<file path="config.mk">
export PLATFORM = sky130hd
export DESIGN_NAME = dac_load_path
export DESIGN_NICKNAME = d
export VERILOG_FILES = /design/src/rtl/dac_load_pkg.sv /design/src/rtl/dac_load_ctrl.sv /design/src/rtl/dac_load_dp.sv /design/src/rtl/dac_load_path.sv
export SDC_FILE = /design/constraint.sdc
export NUM_CORES = 1
export LEC_CHECK = 0
export BUFFER_PORTS_ARGS = -buffer_cell sky130_fd_sc_hd__buf_2
export CORE_MARGIN = 2
export CORE_UTILIZATION = 25
export DETAILED_ROUTE_END_ITERATION = 10
export PLACE_DENSITY = 0.5
export SETUP_SLACK_MARGIN = 0.5
export SYNTH_ARGS = -nofsm -noshare
export SYNTH_HDL_FRONTEND = slang
export SYNTH_SLANG_ARGS = --single-unit
</file>
<file path="constraint.sdc">
create_clock -name clk -period 7.7 [get_ports clk]
set_input_delay 1.155 -clock clk [delete_from_list [all_inputs] [get_ports clk]]
set_output_delay 1.155 -clock clk [all_outputs]
set_load 0.02 [all_outputs]
</file>
<file path="src/rtl/dac_load_pkg.sv">
package dac_load_pkg;
  typedef struct packed {
    logic inOpen;   // holding stage transparent
    logic dacOpen;  // conversion stage transparent
    logic wrRise;   // synchronized write just rose
  } ctrlStrobes_t;
endpackage

</file>
<file path="src/rtl/dac_load_ctrl.sv">
module dac_load_ctrl
  import dac_load_pkg::*;
#(
  parameter int SYNC_STAGES = 2
) (
  input  logic         clk,
  input  logic         rst,
  input  logic         csN,
  input  logic         wrN,
  input  logic         ldN,
  output ctrlStrobes_t strobes
);
  logic [SYNC_STAGES-1:0] csChain, wrChain, ldChain;
  logic wrPrev;
  logic csSync, wrSync, ldSync;

  generate
    if (SYNC_STAGES == 1) begin : g_single
      always_ff @(posedge clk) begin
        if (rst) begin
          csChain <= '1;
          wrChain <= '1;
          ldChain <= '1;
        end else begin
          csChain <= csN;
          wrChain <= wrN;
          ldChain <= ldN;
        end
      end
    end else begin : g_multi
      always_ff @(posedge clk) begin
        if (rst) begin
          csChain <= '1;
          wrChain <= '1;
          ldChain <= '1;
        end else begin
          csChain <= {csChain[SYNC_STAGES-2:0], csN};
          wrChain <= {wrChain[SYNC_STAGES-2:0], wrN};
          ldChain <= {ldChain[SYNC_STAGES-2:0], ldN};
        end
      end
    end
  endgenerate

  assign csSync = csChain[SYNC_STAGES-1];
  assign wrSync = wrChain[SYNC_STAGES-1];
  assign ldSync = ldChain[SYNC_STAGES-1];

  always_ff @(posedge clk) begin
    if (rst) wrPrev <= 1'b1;
    else     wrPrev <= wrSync;
  end

  always_comb begin
    strobes.wrRise  = wrSync & ~wrPrev;
    strobes.inOpen  = ~csSync & ~wrSync;
    strobes.dacOpen = ~ldSync & ~wrSync;
  end

  AST_RISE_CLOSES: assert property (@(posedge clk) disable iff (rst)
    strobes.wrRise |-> (!strobes.inOpen && !strobes.dacOpen));
  AST_LOAD_NEEDS_WRITE: assert property (@(posedge clk) disable iff (rst)
    (wrSync && !ldSync) |-> !strobes.dacOpen);
endmodule

</file>
<file path="src/rtl/dac_load_dp.sv">
module dac_load_dp
  import dac_load_pkg::*;
#(
  parameter int DATA_W      = 8,
  parameter int REF_W       = 16,
  parameter int SYNC_STAGES = 2
) (
  input  logic              clk,
  input  logic              rst,
  input  ctrlStrobes_t      strobes,
  input  logic [DATA_W-1:0] dataIn,
  input  logic [REF_W-1:0]  refWord,
  output logic [DATA_W-1:0] dacCode,
  output logic [REF_W-1:0]  idealOut
);
  localparam int PROD_W = REF_W + DATA_W;

  logic [DATA_W-1:0] dataChain [SYNC_STAGES];
  logic [DATA_W-1:0] inReg, dacReg, dacNext;
  logic [PROD_W-1:0] product;

  for (genvar s = 0; s < SYNC_STAGES; s++) begin : g_dsync
    if (s == 0) begin : g_first
      always_ff @(posedge clk) begin
        if (rst) dataChain[0] <= '0;
        else     dataChain[0] <= dataIn;
      end
    end else begin : g_next
      always_ff @(posedge clk) begin
        if (rst) dataChain[s] <= '0;
        else     dataChain[s] <= dataChain[s-1];
      end
    end
  end

  always_ff @(posedge clk) begin
    if (rst)                 inReg <= '0;
    else if (strobes.inOpen) inReg <= dataChain[SYNC_STAGES-1];
  end

  always_comb begin
    dacNext = dacReg;
    if (strobes.dacOpen) dacNext = inReg;
    product = PROD_W'(refWord) * PROD_W'(dacNext);
  end

  always_ff @(posedge clk) begin
    if (rst) begin
      dacReg   <= '0;
      idealOut <= '0;
    end else begin
      dacReg   <= dacNext;
      idealOut <= product[DATA_W +: REF_W];
    end
  end

  assign dacCode = dacReg;

  AST_RESET_CLEARS: assert property (@(posedge clk)
    rst |=> (inReg == '0 && dacReg == '0));
  AST_IN_HOLD: assert property (@(posedge clk) disable iff (rst)
    !strobes.inOpen |=> $stable(inReg));
  AST_DAC_HOLD: assert property (@(posedge clk) disable iff (rst)
    !strobes.dacOpen |=> $stable(dacReg));
  AST_FREEZE_ON_RISE: assert property (@(posedge clk) disable iff (rst)
    strobes.wrRise |=> ($stable(inReg) && $stable(dacReg)));
endmodule

</file>
<file path="src/rtl/dac_load_path.sv">
module dac_load_path
  import dac_load_pkg::*;
#(
  parameter int DATA_W      = 8,
  parameter int REF_W       = 16,
  parameter int SYNC_STAGES = 2
) (
  input  logic              clk,
  input  logic              rst,
  input  logic              csN,
  input  logic              wrN,
  input  logic              ldN,
  input  logic [DATA_W-1:0] dataIn,
  input  logic [REF_W-1:0]  refWord,
  output logic [DATA_W-1:0] dacCode,
  output logic [REF_W-1:0]  idealOut
);
  ctrlStrobes_t strobes;

  dac_load_ctrl #(.SYNC_STAGES(SYNC_STAGES)) u_ctrl (
    .clk(clk), .rst(rst), .csN(csN), .wrN(wrN), .ldN(ldN), .strobes(strobes)
  );

  dac_load_dp #(.DATA_W(DATA_W), .REF_W(REF_W), .SYNC_STAGES(SYNC_STAGES)) u_dp (
    .clk(clk), .rst(rst), .strobes(strobes), .dataIn(dataIn),
    .refWord(refWord), .dacCode(dacCode), .idealOut(idealOut)
  );
endmodule

</file>
==> results.sh, run 1 <==
export IMPL_synth_net_count=765
export IMPL_post_synth_num_cell_types=47
export IMPL_post_synth_inst_count=612
export IMPL_antenna_found_initial=0
export IMPL_drt_pass1_iter_count=4
export IMPL_finalHoldViolations=0
export IMPL_power_per_cell_area_nw_per_um2=89.5
export IMPL_grtUsageMet3_pct=1.85
export IMPL_yosys_warnings=0
export IMPL_final_cell_mix="sky130_fd_sc_hd__inv_1, sky130_fd_sc_hd__fa_1, sky130_fd_sc_hd__nor2b_1"
export IMPL_synth_edff_count=0
export IMPL_finClkSkew_ns=0.0118
export IMPL_detailedPlacementHpwl_um=10800
export IMPL_netlist_area_um2=5640
export IMPL_pre_cts_ws_ns=1.96
export IMPL_area_growth_pct=13.0
export IMPL_tritoncts="yes"
export IMPL_layout_commonest_cell="sky130_fd_sc_hd__inv_1"
export IMPL_drive_gt1_share_pct=13.5
export IMPL_worst_endpoint_arrival_ns=5.91
export IMPL_finalMaxSlewViolations=0
export IMPL_path_common_cell="sky130_fd_sc_hd__fa_1"
export IMPL_avgRoutedWirePerCell_um=14.5
export IMPL_synth_async_reset_ratio_pct=0
export IMPL_grt_overflow_total=0
export IMPL_drt_initial_drc_count=187
export IMPL_irDropWorstVdd_v=0.0000801
export IMPL_clkTransAtPathRegs_ns=0.09
export IMPL_power_static_leakage_nw=3.12
export IMPL_crit_path_setup_slack_layout_ns=1.96
export IMPL_data_required_time_at_the_worst_endpoint_ns=7.86
export IMPL_setup_tns_ns=0
export IMPL_worstMarginPinSlew_ns=1.12
export IMPL_holdCritPathClass="register to register"
export IMPL_die_w_um=154
export IMPL_min_period_ns=5.74
export IMPL_final_min_period_over_clock_period_pct=74.6
export IMPL_max_slew_margin_pct=25.5
export IMPL_cts_hold_buffers_added=0
export IMPL_rsz0062_at_grt="no"
export IMPL_ys_flop_type="sky130_fd_sc_hd__dfxtp_1"
export IMPL_htree_num_levels=2
export IMPL_tritoncts_num_sinks=54
export IMPL_first_global_vias=4495
export IMPL_drc_errors=0
export IMPL_routabilityCongestion=0.783
export IMPL_global_route_met1_usage_pct=16.7
export IMPL_grt_max_degree=61
export IMPL_postRouteWirelength_um=13700
export IMPL_top_level_ports=53
export IMPL_crit_path_start_kind="register"
export IMPL_post_cts_resized=0
export IMPL_final_net_count=811
export IMPL_buffers_from_clock_root_to_sink_at_most=2
export IMPL_final_fill_count=2325
export IMPL_dieArea_um2=23800
export IMPL_drt_antenna_violating_nets=0
export IMPL_cap_viol_max_count=0
export IMPL_global_route_usage_total_pct=12.4
export IMPL_crit_chain="nor2_2 > mux2_2 > and2_1 > fa_1 > fa_1 > fa_1 > inv_1 > fa_1 > inv_1 > ha_1 > a21o_1 > o21ba_2 > o31ai_1 > a31oi_2 > o221ai_1 > xnor2_1 > nor2_1"
export IMPL_grt_util_met2_pct=21.0
export IMPL_insertion_delay_of_the_later_clocked_pin_in_the_worst_skew_pair_ns=0.31
export IMPL_detail_route_vias_per_cell=4.41
export IMPL_grt_first_pass_wirelength_um=23400
export IMPL_port_buffer_count=52
export IMPL_cts_setup_buffers=0
export IMPL_worst_setup_path_type="register to register"
export IMPL_floorplan_die_height_um=154
export IMPL_finalSetupViolations=0
export IMPL_cts_root_buf="sky130_fd_sc_hd__clkbuf_16"
export IMPL_syn_mean_instance_area_um2=9.21
export IMPL_ys_seq_elements=54
export IMPL_end_kind="register"
export IMPL_gr_max_usage_layer="met2"
export IMPL_via_count=4137
export IMPL_num_antenna_cells=0
export IMPL_post_synthesis_sequential_area_ratio_pct=19.2
export IMPL_placeableCoreArea_um2=22000
export IMPL_run_status="complete, no violations"
export IMPL_clock_fmax_ghz=0.174
export IMPL_critical_path_max_stage_delay_ns=0.55
export IMPL_initial_core_util_pct=25.7
export IMPL_timing_critical_path_slowest_stage_cell="sky130_fd_sc_hd__fa_1"
export IMPL_floorplan_rows=54
export IMPL_cts_inserted_buffers=5
export IMPL_path_max_fanout=15
==> worst max-delay path: cells and delay by family (launching register included) <==
| kind | cells | cell delay [ns] |
|---|---|---|
| compound gates | 5 | 1.07 |
| xor+xnor | 1 | 0.23 |
| flops | 1 | 0.45 |
| fa+ha+maj | 5 | 2.49 |
| mux | 1 | 0.52 |
| simple gates | 3 | 0.74 |
| buf+inv | 2 | 0.09 |
==> where the power goes <==
part	switching, W	internal [W]
Combinational	0.0000183	0.0000121
Sequential	0.00000264	0.000284
Clock	0.000128	0.000125
==> kinds of logic (layout without fill, tap and decap cells) <==
group           Yosys count  after routing  synth area share, %
mux                       9              9                 1.69
xor+xnor                 12             12                 1.86
simple gates            219            219                 21.6
compound gates           77             77                 9.28
fa+ha+maj               124            124                 38.6
buf+inv                 117            164                 7.81
flops                    54             54                 19.2
==> cells in the mapped netlist (9+ instances only) <==
library cell               number  area, µm²
sky130_fd_sc_hd__ha_1          41        513
sky130_fd_sc_hd__inv_1         99        372
sky130_fd_sc_hd__nor2_1        29        109
sky130_fd_sc_hd__nand2_1       35        131
sky130_fd_sc_hd__and2_1        45        282
sky130_fd_sc_hd__nor2b_1       68        425
sky130_fd_sc_hd__o21ai_0       17       85.1
sky130_fd_sc_hd__fa_1          83       1660
sky130_fd_sc_hd__dfxtp_1       54       1080
sky130_fd_sc_hd__a21o_1         9       67.6
sky130_fd_sc_hd__a21oi_1       25        125
sky130_fd_sc_hd__clkbuf_1      17       63.8
==> flip-flops by register name (all words and copies together), names as in the netlist <==
signal          cells
u_dp.dataChain     16
u_dp.idealOut      16
u_dp.dacCode        8
u_dp.inReg          8
u_ctrl.csChain      2
u_ctrl.ldChain      2
u_ctrl.wrChain      2
==> metal layers <==
| metal | up-vias | routed length (µm) |
|---|---|---|
| met5 | - | 0 |
| met4 | 0 | 215 |
| met3 | 15 | 455 |
| met2 | 62 | 6500 |
| met1 | 2058 | 6480 |
| li1 | 2002 | - |
==> area by class of cell <==
type,instances,area (µm²),share of cell area (%)
Clock buffer,5,125,1.96
Tap cell,280,350,5.50
Sequential cell,54,1080,17.0
Inverter,99,372,5.83
Clock inverter,3,28.8,0.452
Multi-Input combinational cell,441,4120,64.6
Timing Repair Buffer,57,298,4.67
==> stage by stage <==
stage          instance area (µm²)  hold WS (ns)  instances  utilization, %  power, W
4_1_cts                       6370         0.421        939            29.0  0.000579
2_1_floorplan                 5640         0.389        612               -  0.000305
5_1_grt                       6370         0.432        939            29.0  0.000595
6_report                      6370         0.419        939            29.0  0.000570
3_3_place_gp                  6220         0.398        931            28.3  0.000325
3_5_place_dp                  6220         0.402        931            28.3  0.000325
==> worst paths after layout <==
path                                         from           endpoint  slack, ns  cells past startpoint
worst min-delay path            u_ctrl.csChain[0]  u_ctrl.csChain[1]       0.42                      1
worst max-delay path            u_ctrl.wrChain[1]  u_dp.idealOut[11]       1.96                     17
worst min register to register  u_ctrl.csChain[0]  u_ctrl.csChain[1]       0.42                      1
worst max register to register  u_ctrl.wrChain[1]  u_dp.idealOut[11]       1.96                     17
Note: power is estimated with default switching activity, not from simulation.
==> inputs of run 2 (changes only) <==
Clock period 7.7 ns to 5.63 ns, I/O delays scaled along.
==> results.sh, run 2 (same netlist as run 1, synthesis figures left out) <==
export IMPL_run_status="complete, no violations"
export IMPL_detail_route_vias_per_cell=4.46
export IMPL_crit_reg2reg_capture="u_dp.idealOut[14]"
export IMPL_placeableCoreArea_um2=22000
export IMPL_cts_root_buf="sky130_fd_sc_hd__clkbuf_16"
export IMPL_finClkSkew_ns=0.0130
export IMPL_reg2reg_setup_slack_ns=0.60
export IMPL_hold_path_startpoint="u_ctrl.wrChain[0]"
export IMPL_final_net_count=849
export IMPL_holdCritPathClass="register to register"
export IMPL_finish_utilization_pct=32.1
export IMPL_routabilityCongestion=0.843
export IMPL_finalSetupViolations=0
export IMPL_irDropWorstVdd_v=0.000124
export IMPL_finalHoldViolations=0
export IMPL_data_required_time_at_the_worst_endpoint_ns=5.78
export IMPL_die_w_um=154
export IMPL_worst_setup_path_type="register to register"
export IMPL_tritoncts_num_sinks=54
export IMPL_drc_errors=0
export IMPL_port_buffer_count=52
export IMPL_non_filler_cells_in_the_finished_layout=977
export IMPL_initial_core_util_pct=25.7
export IMPL_clkTransAtPathRegs_ns=0.07
export IMPL_hold_path_cell_count=1
export IMPL_detailedPlacementHpwl_um=11300
export IMPL_crit_path_start_kind="register"
export IMPL_rsz0062_at_grt="yes"
export IMPL_min_period_ns=5.03
export IMPL_worst_r2r_startpoint="u_ctrl.ldChain[1]"
export IMPL_grtUsageMet3_pct=1.34
export IMPL_worst_endpoint_arrival_ns=5.17
export IMPL_top_level_ports=53
export IMPL_critPathLaunch="u_ctrl.ldChain[1]"
export IMPL_final_cell_mix="sky130_fd_sc_hd__inv_1, sky130_fd_sc_hd__fa_1, sky130_fd_sc_hd__nor2b_1"
export IMPL_timing_critical_path_slowest_stage_cell="sky130_fd_sc_hd__fa_1"
export IMPL_path_common_cell="sky130_fd_sc_hd__fa_1"
export IMPL_gr_max_usage_layer="met2"
export IMPL_grt_max_degree=61
export IMPL_grt_overflow_total=0
export IMPL_antenna_found_initial=0
export IMPL_floorplan_rows=54
export IMPL_via_count=4357
export IMPL_htree_num_levels=2
export IMPL_drt_pass1_iter_count=4
export IMPL_first_global_vias=4544
export IMPL_floorplan_die_height_um=154
export IMPL_area_of_all_placed_cells_without_fillers_um2=7050
export IMPL_drive_gt1_share_pct=23.8
export IMPL_power_static_leakage_nw=3.31
export IMPL_worst_setup_path_endpoint="u_dp.idealOut[14]"
export IMPL_max_slew_margin_pct=28.0
export IMPL_layout_commonest_cell="sky130_fd_sc_hd__inv_1"
export IMPL_buffers_from_clock_root_to_sink_at_most=2
export IMPL_postRouteWirelength_um=15400
export IMPL_drt_antenna_violating_nets=0
export IMPL_drt_initial_drc_count=199
export IMPL_grt_util_met2_pct=22.9
export IMPL_cts_inserted_buffers=5
export IMPL_layout_top_registers="u_dp.dataChain (16), u_dp.idealOut (16)"
export IMPL_cap_viol_max_count=0
export IMPL_end_kind="register"
export IMPL_area_growth_pct=25.0
export IMPL_finalMaxSlewViolations=0
export IMPL_grt_first_pass_wirelength_um=24200
export IMPL_critical_path_max_stage_delay_ns=0.58
export IMPL_crit_chain="nor2_4 > buf_12 > buf_8 > mux2_4 > buf_4 > and2_1 > fa_1 > fa_1 > fa_1 > fa_1 > ha_4 > and3_4 > o211ai_4 > o21ai_4 > a31oi_4 > o31ai_4 > o21a_1 > nor3_2"
export IMPL_final_min_period_over_clock_period_pct=89.3
export IMPL_avgRoutedWirePerCell_um=15.8
export IMPL_clock_fmax_ghz=0.199
export IMPL_tritoncts="yes"
export IMPL_power_per_cell_area_nw_per_um2=109
export IMPL_global_route_usage_total_pct=12.7
export IMPL_worstMarginPinSlew_ns=1.08
export IMPL_global_route_met1_usage_pct=16.9
export IMPL_insertion_delay_of_the_later_clocked_pin_in_the_worst_skew_pair_ns=0.30
export IMPL_r2r_cells=18
export IMPL_path_max_fanout=7
export IMPL_dieArea_um2=23800
export IMPL_setup_tns_ns=0
export IMPL_post_place_cells=934
export IMPL_num_antenna_cells=0
export IMPL_placedInstanceArea_um2=6330
run 2: changes by cell type in the layout (fill, tap and decap cells not counted), sizes merged:
cell    change
buf        +35
clkbuf      +1
inv         -1
mux2        +3
run 2: layer usage:
metal,vias to the layer above,part of all wire (%)
met5,-,0
met4,0,1.2
met3,12,3.2
met2,68,50
met1,2197,46
li1,2080,-
run 2: power by group:
group	internal [W]	switching (W)
Sequential	0.000389	0.00000319
Combinational	0.0000183	0.0000271
Clock	0.000179	0.000148
run 2: what timing repair did:
item / CTS / global route
resized for setup: 14 / 47
pin swaps: 4 / 34
buffers inserted: 11 / 21
cloned: 0 / 3
setup endpoints to repair: 10 / 11
hold buffers: 0 / 0
run 2: cell type report:
type	instances	area, µm²
Clock buffer	6	139
Fill cell	2289	14900
Multi-Input combinational cell	444	4470
Clock inverter	2	17.5
Sequential cell	54	1080
Timing Repair Buffer	92	613
Inverter	99	372
Tap cell	280	350
run 2: worst max-delay path, delay by kind of cell, from the launching register on:
kind | cells | cell delay (ns)
AOI/OAI and AO/OA | 5 | 1.03
adders and majority gates | 5 | 2.19
buffers and inverters | 3 | 0.41
DFF | 1 | 0.36
muxes | 1 | 0.36
and+or+nand+nor | 4 | 0.54
run 2: stage by stage:
step	power, W	setup slack, ns	hold WS [ns]
after detailed placement	0.000446	0.320	0.407
after CTS	0.000774	0.501	0.426
after floorplan	0.000418	0.487	0.389
final	0.000765	0.604	0.423
after global routing	0.000793	0.429	0.437
after global placement	0.000446	0.319	0.411
run 2: worst min path at each step:
stage	end	slack, ns
floorplan	u_ctrl.csChain[1]	0.39
global placement	u_ctrl.csChain[1]	0.41
detailed placement	u_ctrl.wrChain[1]	0.41
CTS	u_ctrl.wrChain[1]	0.43
global route	u_ctrl.wrChain[1]	0.44
finish	u_ctrl.wrChain[1]	0.42
